<file path="src/rtl/pgen_pkg.sv">
package pgen_pkg;
    localparam int unsigned WORD_W      = 32;
    localparam int unsigned INSTR_WORDS = 4;
    localparam int unsigned INSTR_W     = WORD_W * INSTR_WORDS;
    localparam int unsigned SEL_W       = $clog2(INSTR_WORDS);
    localparam int unsigned BUS_AW      = 6;
    localparam int unsigned CTRL_BITS   = 5;

    typedef logic [3:0] reg_idx_t;

    localparam reg_idx_t IDX_SCRATCH = 4'd0;
    localparam reg_idx_t IDX_CSR     = 4'd1;
    localparam reg_idx_t IDX_PADDR   = 4'd2;
    localparam reg_idx_t IDX_IW0     = 4'd3;
    localparam reg_idx_t IDX_IW3     = 4'd6;
    localparam reg_idx_t IDX_VER     = 4'd7;
    localparam reg_idx_t IDX_FLASH   = 4'd8;
    localparam reg_idx_t IDX_SERIAL  = 4'd9;
    localparam reg_idx_t IDX_HWID    = 4'd10;

    typedef struct packed {
        logic test_mode;
        logic slow_clk;
        logic ext_start_en;
        logic ext_clk;
    } ctrl_t;
endpackage

</file>
<file path="src/rtl/pgen_start_sync.sv">
module pgen_start_sync #(
    parameter int unsigned SYNC_STAGES = 2
) (
    input  logic clk,
    input  logic rst_n,
    input  logic async_in,
    output logic rise_o
);
    localparam int unsigned CHAIN_W = SYNC_STAGES + 1;

    logic [CHAIN_W-1:0] chain_d, chain_q;

    always_comb begin
        chain_d = {chain_q[CHAIN_W-2:0], async_in};
    end

    always_ff @(posedge clk or negedge rst_n) begin
        if (!rst_n) chain_q <= '0;
        else        chain_q <= chain_d;
    end

    assign rise_o = chain_q[SYNC_STAGES-1] & ~chain_q[SYNC_STAGES];
endmodule

</file>
<file path="src/rtl/pgen_instr_stage.sv">
module pgen_instr_stage
    import pgen_pkg::*;
#(
    parameter int unsigned PC_W = 12
) (
    input  logic                                 clk,
    input  logic                                 rst_n,
    input  logic                                 wr_en,
    input  logic [SEL_W-1:0]                     wr_sel,
    input  logic [WORD_W-1:0]                    wr_data,
    input  logic [PC_W-1:0]                      commit_addr,
    output logic [INSTR_WORDS-1:0][WORD_W-1:0]   words_o,
    output logic                                 mem_we,
    output logic [PC_W-1:0]                      mem_waddr,
    output logic [INSTR_W-1:0]                   mem_wdata
);
    typedef struct packed {
        logic [INSTR_WORDS-1:0][WORD_W-1:0] words;
        logic                               we;
        logic [PC_W-1:0]                    waddr;
        logic [INSTR_W-1:0]                 wdata;
    } stage_t;

    stage_t st_d, st_q;
    logic [INSTR_WORDS-1:0][WORD_W-1:0] merged;
    logic commit;

    for (genvar gi = 0; gi < INSTR_WORDS; gi++) begin : g_merge
        assign merged[gi] = (wr_en && wr_sel == SEL_W'(gi)) ? wr_data : st_q.words[gi];
    end

    assign commit = wr_en && (wr_sel == SEL_W'(INSTR_WORDS - 1));

    always_comb begin
        st_d       = st_q;
        st_d.words = merged;
        st_d.we    = commit;
        if (commit) begin
            st_d.waddr = commit_addr;
            st_d.wdata = merged;
        end
    end

    always_ff @(posedge clk or negedge rst_n) begin
        if (!rst_n) st_q <= '0;
        else        st_q <= st_d;
    end

    assign words_o   = st_q.words;
    assign mem_we    = st_q.we;
    assign mem_waddr = st_q.waddr;
    assign mem_wdata = st_q.wdata;
endmodule

</file>
<file path="src/rtl/pgen_rd_mux.sv">
module pgen_rd_mux
    import pgen_pkg::*;
#(
    parameter logic [WORD_W-1:0] VERSION = 32'h0,
    parameter logic [WORD_W-1:0] SERIAL  = 32'h0,
    parameter logic [WORD_W-1:0] HW_ID   = 32'h0
) (
    input  reg_idx_t                             rd_idx,
    input  logic [WORD_W-1:0]                    scratch,
    input  logic [WORD_W-1:0]                    csr_word,
    input  logic [WORD_W-1:0]                    paddr,
    input  logic [INSTR_WORDS-1:0][WORD_W-1:0]   words,
    input  logic [WORD_W-1:0]                    flash,
    output logic [WORD_W-1:0]                    rdata
);
    reg_idx_t rel;
    assign rel = rd_idx - IDX_IW0;

    always_comb begin
        rdata = '0;
        if (rd_idx >= IDX_IW0 && rd_idx <= IDX_IW3) begin
            rdata = words[rel[SEL_W-1:0]];
        end else begin
            case (rd_idx)
                IDX_SCRATCH: rdata = scratch;
                IDX_CSR:     rdata = csr_word;
                IDX_PADDR:   rdata = paddr;
                IDX_VER:     rdata = VERSION;
                IDX_FLASH:   rdata = flash;
                IDX_SERIAL:  rdata = SERIAL;
                IDX_HWID:    rdata = HW_ID;
                default:     rdata = '0;
            endcase
        end
    end
endmodule

</file>
<file path="src/rtl/pgen_ctrl_regs.sv">
module pgen_ctrl_regs
    import pgen_pkg::*;
#(
    parameter int unsigned       PC_W        = 12,
    parameter int unsigned       SP_W        = 8,
    parameter int unsigned       SYNC_STAGES = 2,
    parameter logic [31:0]       VERSION     = 32'h4CD8_7A00,
    parameter logic [31:0]       SERIAL      = 32'h0000_0107,
    parameter logic [31:0]       HW_ID       = 32'h5047_3332
) (
    input  logic               clk,
    input  logic               rst_n,
    input  logic [5:0]         bus_addr,
    input  logic               bus_wr,
    input  logic [31:0]        bus_wdata,
    output logic [31:0]        bus_rdata,
    input  logic               seq_running,
    input  logic [PC_W-1:0]    seq_pc,
    input  logic [SP_W-1:0]    seq_sp,
    input  logic [31:0]        seq_delay,
    input  logic [31:0]        seq_pattern,
    input  logic               ext_start_in,
    output logic               seq_start,
    output logic [PC_W-1:0]    seq_start_pc,
    output logic               ext_clk_sel,
    output logic               ext_start_en,
    output logic               slow_clk_sel,
    output logic               test_mode,
    output logic               mem_we,
    output logic [PC_W-1:0]    mem_waddr,
    output logic [127:0]       mem_wdata,
    output logic [31:0]        flash_ctrl,
    output logic [31:0]        pattern_out
);
    localparam int unsigned STAT_W   = WORD_W - CTRL_BITS;
    localparam int unsigned DLY_SHOW = STAT_W - PC_W - SP_W;

    typedef struct packed {
        logic [WORD_W-1:0] scratch;
        ctrl_t             ctrl;
        logic [WORD_W-1:0] paddr;
        logic [WORD_W-1:0] flash;
        logic              start;
    } regs_t;

    regs_t    st_d, st_q;
    reg_idx_t idx;
    reg_idx_t instr_rel;
    logic     instr_wr;
    logic     commit;
    logic     ext_rise;
    logic     sw_start;
    logic     hw_start;
    logic [WORD_W-1:0] csr_word;
    logic [INSTR_WORDS-1:0][WORD_W-1:0] staged;

    assign idx       = bus_addr[BUS_AW-1:2];
    assign instr_rel = idx - IDX_IW0;
    assign instr_wr  = bus_wr && (idx >= IDX_IW0) && (idx <= IDX_IW3);
    assign commit    = bus_wr && (idx == IDX_IW3);

    pgen_start_sync #(
        .SYNC_STAGES(SYNC_STAGES)
    ) u_sync (
        .clk     (clk),
        .rst_n   (rst_n),
        .async_in(ext_start_in),
        .rise_o  (ext_rise)
    );

    assign sw_start = bus_wr && (idx == IDX_CSR) && bus_wdata[0]
                      && !st_q.ctrl.ext_start_en && !seq_running;
    assign hw_start = ext_rise && st_q.ctrl.ext_start_en && !seq_running;

    always_comb begin
        st_d       = st_q;
        st_d.start = sw_start || hw_start;
        if (bus_wr) begin
            case (idx)
                IDX_SCRATCH: st_d.scratch = bus_wdata;
                IDX_CSR:     st_d.ctrl    = ctrl_t'(bus_wdata[CTRL_BITS-1:1]);
                IDX_PADDR:   st_d.paddr   = bus_wdata;
                IDX_FLASH:   st_d.flash   = bus_wdata;
                default:     ;
            endcase
        end
        if (commit) st_d.paddr = st_q.paddr + 32'd1;
    end

    always_ff @(posedge clk or negedge rst_n) begin
        if (!rst_n) st_q <= '0;
        else        st_q <= st_d;
    end

    pgen_instr_stage #(
        .PC_W(PC_W)
    ) u_stage (
        .clk        (clk),
        .rst_n      (rst_n),
        .wr_en      (instr_wr),
        .wr_sel     (instr_rel[SEL_W-1:0]),
        .wr_data    (bus_wdata),
        .commit_addr(st_q.paddr[PC_W-1:0]),
        .words_o    (staged),
        .mem_we     (mem_we),
        .mem_waddr  (mem_waddr),
        .mem_wdata  (mem_wdata)
    );

    assign csr_word = {seq_delay[DLY_SHOW-1:0], seq_sp, seq_pc, st_q.ctrl, seq_running};

    pgen_rd_mux #(
        .VERSION(VERSION),
        .SERIAL (SERIAL),
        .HW_ID  (HW_ID)
    ) u_rd (
        .rd_idx  (idx),
        .scratch (st_q.scratch),
        .csr_word(csr_word),
        .paddr   (st_q.paddr),
        .words   (staged),
        .flash   (st_q.flash),
        .rdata   (bus_rdata)
    );

    assign seq_start    = st_q.start;
    assign seq_start_pc = st_q.paddr[PC_W-1:0];
    assign ext_clk_sel  = st_q.ctrl.ext_clk;
    assign ext_start_en = st_q.ctrl.ext_start_en;
    assign slow_clk_sel = st_q.ctrl.slow_clk;
    assign test_mode    = st_q.ctrl.test_mode;
    assign flash_ctrl   = st_q.flash;
    assign pattern_out  = st_q.ctrl.test_mode ? st_q.paddr : seq_pattern;
endmodule

</file>
<file path="config.mk">
export PLATFORM = sky130hd
export DESIGN_NAME = pgen_ctrl_regs
export DESIGN_NICKNAME = d
export VERILOG_FILES = /design/src/rtl/pgen_pkg.sv /design/src/rtl/pgen_start_sync.sv /design/src/rtl/pgen_instr_stage.sv /design/src/rtl/pgen_rd_mux.sv /design/src/rtl/pgen_ctrl_regs.sv
export SDC_FILE = /design/constraint.sdc
export NUM_CORES = 1
export LEC_CHECK = 0
export BUFFER_PORTS_ARGS = -buffer_cell sky130_fd_sc_hd__buf_2
export CAP_MARGIN = 5
export CORE_ASPECT_RATIO = 1.75
export CORE_MARGIN = 2
export CORE_UTILIZATION = 60
export CTS_BUF_LIST = sky130_fd_sc_hd__clkbuf_4
export DETAILED_ROUTE_END_ITERATION = 8
export PLACE_DENSITY = 0.87
export SLEW_MARGIN = 40
export SYNTH_ARGS = -nofsm -noshare
export SYNTH_HDL_FRONTEND = slang
export SYNTH_SLANG_ARGS = --single-unit
</file>
<file path="constraint.sdc">
create_clock -name clk -period 4.8 [get_ports clk]
set_input_delay 0 -clock clk [delete_from_list [all_inputs] [get_ports clk]]
set_output_delay 0 -clock clk [all_outputs]
set_load 0.02 [all_outputs]
</file>
# Word level (Yosys, flattened, before mapping)
# Cells that the tools add are included.
[classes] addsub=2 mul=0 div=0 order_cmp=3 eq_ne=10 n_shift=0 muxes=13 bitwise_logic=2 reduce_logical=25
[op_table] op="$mux W32" count=10
[op_table] op="$pmux W32 S7" count=1
[op_table] op="$bmux W32 S2" count=1
[op_table] op="$mux W64" count=1
[op_table] op="$add A32 B1 Y32 const B" count=1
[op_table] op="$logic_and A1 B1 Y1" count=14
[op_table] op="$eq A4 B4 Y1 const B" count=3
[op_table] op="$eq A4 B3 Y1 const B" count=2
[op_table] op="$reduce_and A2 Y1" count=4
[op_table] op="$eq A2 B2 Y1 const B" count=2
[op_table] op="$eq A4 B1 Y1 const B" count=1
[op_table] op="$eq A4 B2 Y1 const B" count=1
[op_table] op="$ge A4 B2 Y1 const B" count=1
[op_table] op="$le A4 B3 Y1 const B" count=1
[op_table] op="$logic_not A4 Y1" count=1
[op_table] op="$reduce_bool A2 Y1" count=2
[op_table] op="$lt A2 B3 Y1 const B" count=1
[op_table] op="$eq A2 B1 Y1 const B" count=1
[op_table] op="$logic_not A1 Y1" count=2
[op_table] op="$logic_not A2 Y1" count=1
[op_table] op="$sub A2 B2 Y2 const B" count=1
[op_table] op="$and A1 B1 Y1" count=1
[op_table] op="$logic_or A1 B1 Y1" count=1
[op_table] op="$not A1 Y1" count=1
[totals] regBits=373 latchBits=0 ram_bits=0 rom_bits=0 in_bits=127 word_cells=71 n_memories=0

# Longest topological paths before layout
[logic_depth] ltp_word=6 depth_mapped=14 ltp_nobuf=7

# Cells and area by module
# A second synthesis with hierarchy kept.
[hier_totals] cells_unflattened=1321 area_unflattened_um2=17743.3
[by_module_without_submodules] module="pgen_instr_stage" n_inst=1 cells_each=569 area_per_inst_um2=9953.3 seq_area_each_um2=6731.5
[by_module_without_submodules] module="pgen_ctrl_regs" n_inst=1 cells_each=498 area_per_inst_um2=5516.5 seq_area_each_um2=2527.4
[by_module_without_submodules] module="pgen_rd_mux" n_inst=1 cells_each=250 area_per_inst_um2=2184.6 seq_area_each_um2=0.0
[by_module_without_submodules] module="pgen_start_sync" n_inst=1 cells_each=4 area_per_inst_um2=88.8 seq_area_each_um2=75.1

# Worst setup path before layout
# OpenSTA, ideal clock, no wires.
[synth_timing] path_type="input to register" startpoint="input port bus_addr[2]" endpoint="register u_stage.st_q, in the netlist u_stage.mem_wdata[90]" arrival_time_ns=2.184 t_required_ns=4.672 setup_slack_ns=2.489 cell_stages=12 n_path_buf=6 path_cell_list="clkbuf_1 > buf_2 > inv_1 > ha_1 > buf_2 > o221ai_4 > or2_1 > buf_2 > inv_2 > buf_6 > buf_4 > mux2_1"
[synth_via] elab_chain_len=5
[synth_lines] item="from (decl)" line_no="pgen_ctrl_regs.sv:13" source="input logic [5:0] bus_addr,"
[synth_lines] item="$ge A4 B2 Y1" line_no="pgen_ctrl_regs.sv:59" source="assign instr_wr = bus_wr && (idx >= IDX_IW0) && (idx <= IDX_IW3);"
[synth_lines] item="$logic_and A1 B1 Y1 (2 in series)" line_no="pgen_ctrl_regs.sv:59"
[synth_lines] item="$logic_and A1 B1 Y1" line_no="pgen_instr_stage.sv:29" source="assign merged[gi] = (wr_en && wr_sel == SEL_W'(gi)) ? wr_data : st_q.words[gi];"
[synth_lines] item="$mux W32" line_no="pgen_instr_stage.sv:29"
[synth_lines] item="to (signal assigned)" line_no="pgen_instr_stage.sv:46" source="else st_q <= st_d;"
[synth_lines] item="to (decl)" line_no="pgen_instr_stage.sv:24" source="stage_t st_d, st_q;"
# Parallel ways exist; a longest one is shown, timed or not.
# A chain may end at the register's enable or synchronous reset.

# Worst setup path in the final report
[layout_timing] startpoint="input port bus_addr[4]" endpoint="output port bus_rdata[26]"
[layout_via] elab_chain_len=3
[layout_lines] item="$eq A4 B4 Y1, or another cell as far along" line_no="pgen_rd_mux.sv:24" source="case (rd_idx)"
[layout_lines] item="$pmux W32 S7 or $logic_and A1 B1 Y1 (tied branches)" line_no="pgen_rd_mux.sv:24, pgen_rd_mux.sv:21"
[layout_lines] item="$mux W32 (*)" line_no="pgen_rd_mux.sv:21" source="if (rd_idx >= IDX_IW0 && rd_idx <= IDX_IW3) begin"
[layout_lines] item="to (decl)" line_no="pgen_ctrl_regs.sv:16" source="output logic [31:0] bus_rdata,"
# Every way passes the cells marked *; elsewhere a longest branch is shown, timed or not.

==> impl_results.md <==
* Sequential cell area fraction in the yosys report at 53.84%
* Worst path buffer plus inverter count at 4
* Vias in the first global route at 14320
* #FFs+latches synth at 373
* WL/cell at 23.79 µm
* GPL Wtd Cong at 0.8911
* Post-cts hold buffer count at 42
* Starting Density at 60.78%
* Clock tree root buffer cell: clkbuf_4
* Final WS setup at about 1.5 ns
* Post-synth EDFFs at 0
* Setup violations, final at 0
* Gr ovfl total at 0
* # DRC at 0
* Layout cell share with drive strength beyond 1 at 43.33%
* Top-count cell post-synth: dfrtp_1
* Die extent in x at 132.5 µm
* Postcts setup bufs at 0
* Min Hold Slack at 0.08520 ns
* First-pass GRT wire length at 80.40 mm
* RSZ-0062 raised after global routing: no
* I/O pins at between 300 and 400
* R2r setup slk at 2.15 ns
* Core area at 28520 µm²
* Worst endpoint required time at 4.80 ns
* Final core occ at 72.14%
* Clock Tree Buf Depth at 3
* Routed wire length at 52.81 mm
* DP HPWL at roughly 35 mm
* Avg Cell Area, Syn at 12.18 µm²
* Syn nets at 1555
* Post-Layout Cell Count at 2220
* Syn Inst Count at 1423
* Pre-CTS setup slack at 1.354 ns
* CTS sink count at 373
* Nets@finish at 1916
* TritonCTS clock tree: yes
* Max Cap Viol at 0
* Via count at around 14000
* CP dominant cell by count: buf_2
* Die ar. at 30320 µm²
* Via/cell ratio at 6.166
* Register area at 9338 µm²
* Initial DRC Count at 1334
* PortBufs at 353
* Synth-to-Final Area Change at 18.69%
* Setup crit end kind: primary output
* Post-synth top flop: dfrtp_1
* Placed cells at between 2000 and 2500
* Worst path slowest cell: buf_2
* Largest net degree at the start of global routing at between 100 and 150
* VDD IR max at 0.3753 mV
* Setup crit start kind: input pin
* Yosys top cell area share at 53.84%
* Max incr delay on CP at 0.66 ns
* Crit path kind: in2out
* Row count at slightly above 80
* Crit path time final at 3.315 ns
* Outcome: finished, final reports clean
* Drt pass-1 iters at 7
* Final Max Tran Viols at 0
* Mapped Area at about 17000 µm²
* LEAKAGE at 10.09 nW
* Clock skew at about 0.033 ns
* Htree depth at 3
* YS warnings at 0
* Top Family by Delay on Critical Path: buffers and inverters
* Maximum clock rate at 0.3017 GHz
* CTS buffer count at 84
* DRT antenna net count at 0
* Fin crit share at between 60 and 70%
* Initial antenna violation count at 6
* Clk pin slew, worst setup/hold paths at around 0.070 ns
* Multi-input logic area at 7061 µm²
* Final hold vios at 0
* # resized after CTS at 0
* CP cell instances: dlygate4sd3_1 -> buf_2 -> nand3b_1 -> o21ai_0 -> nand2_1 -> buf_4 -> o22ai_1 -> buf_2
* CP Data Arrival Time at 3.31 ns
* Synth area leader: dfrtp_1
* Gr usage total at 34.91%
* P per Cell Area at between 400 and 500 nW/µm²
* Fillers at between 1500 and 2000
* Top cells by count, synth: dfrtp_1, mux2_2, nand2_1, mux2_1, buf_4
* Ys async rst share at 100.0%
* Die Span Y at 228.9 µm
* Worst-Margin Slew at 0.8367 ns
* Total Neg Setup Slack at 0 ns
* Hold WC Path Type: in2reg
* Clock Latency Late Sink at 0.78 ns
* Synth cell types at 57
* Max_slew headroom at 44.22%
* Critical path fanouts, max at 35
* Synth top area cells: dfrtp_1, mux2_2, nand2_1
## cells in the final DEF, fill, tap and decap left out, types with 4 or more instances in the layout
cell,synthesis,routed
mux2_1,53,53
mux2i_1,13,13
o21ai_0,30,30
a21oi_1,14,14
clkbuf_4,0,109
o22ai_1,31,31
a222oi_1,13,13
dlygate4sd3_1,0,41
a221oi_1,18,18
buf_4,47,14
and3_1,17,16
clkinv_1,0,20
nand2_1,230,229
mux4_2,32,32
buf_16,0,4
ha_1,5,4
mux2_2,246,246
nor3_2,5,4
nor2_1,29,29
nor3_1,5,5
nand4_1,11,11
a22o_1,14,14
dfrtp_1,373,372
diode_2,0,5
a22oi_1,26,26
buf_2,41,352
inv_1,44,44
nand3_1,22,22
## final timing paths
check	to	cells after the start	from
max	bus_rdata[26]	8	bus_addr[4]
min reg2reg	u_sync.chain_q[1]	0	u_sync.chain_q[0]
min in group asynchronous	u_stage.words_o[91]	4	rst_n
max reg2reg	st_q[49]	6	seq_start_pc[0]
max in group asynchronous	test_mode	4	rst_n
min	st_q[92]	3	bus_wdata[23]
## per-stage QoR
step	power, mW	instance area (µm²)
finish	9.674	20580
global route	10.10	20570
CTS	9.679	20560
detailed placement	7.185	19090
global placement	7.035	18970
floorplan	6.178	17340
## report_power, final
part / total, mW / leakage, nW / internal (mW) / switching [mW]
Clock: 2.47 / 0.604 / 1.22 / 1.25
Combinational: 2.76 / 4.90 / 1.16 / 1.60
Sequential: 4.45 / 4.59 / 3.92 / 0.530
## area by class of cell
type,instances,area share [%]
inverters,46,0.8635
well taps,378,2.299
multi-input cells,861,34.31
diodes,5,0.06081
flip-flops and latches,373,45.38
repair buffers,418,12.11
clock inverters,30,0.9973
clock buffers,109,3.977
## cell families (layout without fill, tap and decap cells)
kind of cell	Yosys count	after routing	share of synthesized area, %
multiplexers	344	344	24.33
other	0	5	0
flip-flops	373	373	53.84
buffers and inverters	189	603	5.709
AO/OA/AOI/OAI	170	170	7.109
XOR/XNOR	1	1	0.05053
AND/OR/NAND/NOR	341	341	8.596
adder cells (fa/ha/maj)	5	5	0.3609
## layer usage
| layer | up-vias | track usage [%] | routed length [µm] |
|---|---|---|---|
| li1 | 5802 | - | - |
| met1 | 6888 | 39.37 | 18280 |
| met2 | 778 | 58.16 | 26840 |
| met3 | 218 | 7.008 | 3777 |
| met4 | 2 | 26.31 | 3902 |
| met5 | - | 0 | 11 |
## registers in the layout, indices dropped and copies added (netlist names)
register           flops
ext_clk_sel            1
seq_start              1
u_sync.chain_q         3
flash_ctrl            32
u_stage.mem_wdata    128
st_q                  52
seq_start_pc          12
u_stage.mem_waddr     12
test_mode              1
slow_clk_sel           1
u_stage.mem_we         1
ext_start_en           1
u_stage.words_o      128
## worst min-delay path: stages
cell	delay [ns]
dlygate4sd3_1	0.51
buf_2	0.16
mux2_2	0.16
Power figures use the tool's default switching activity.
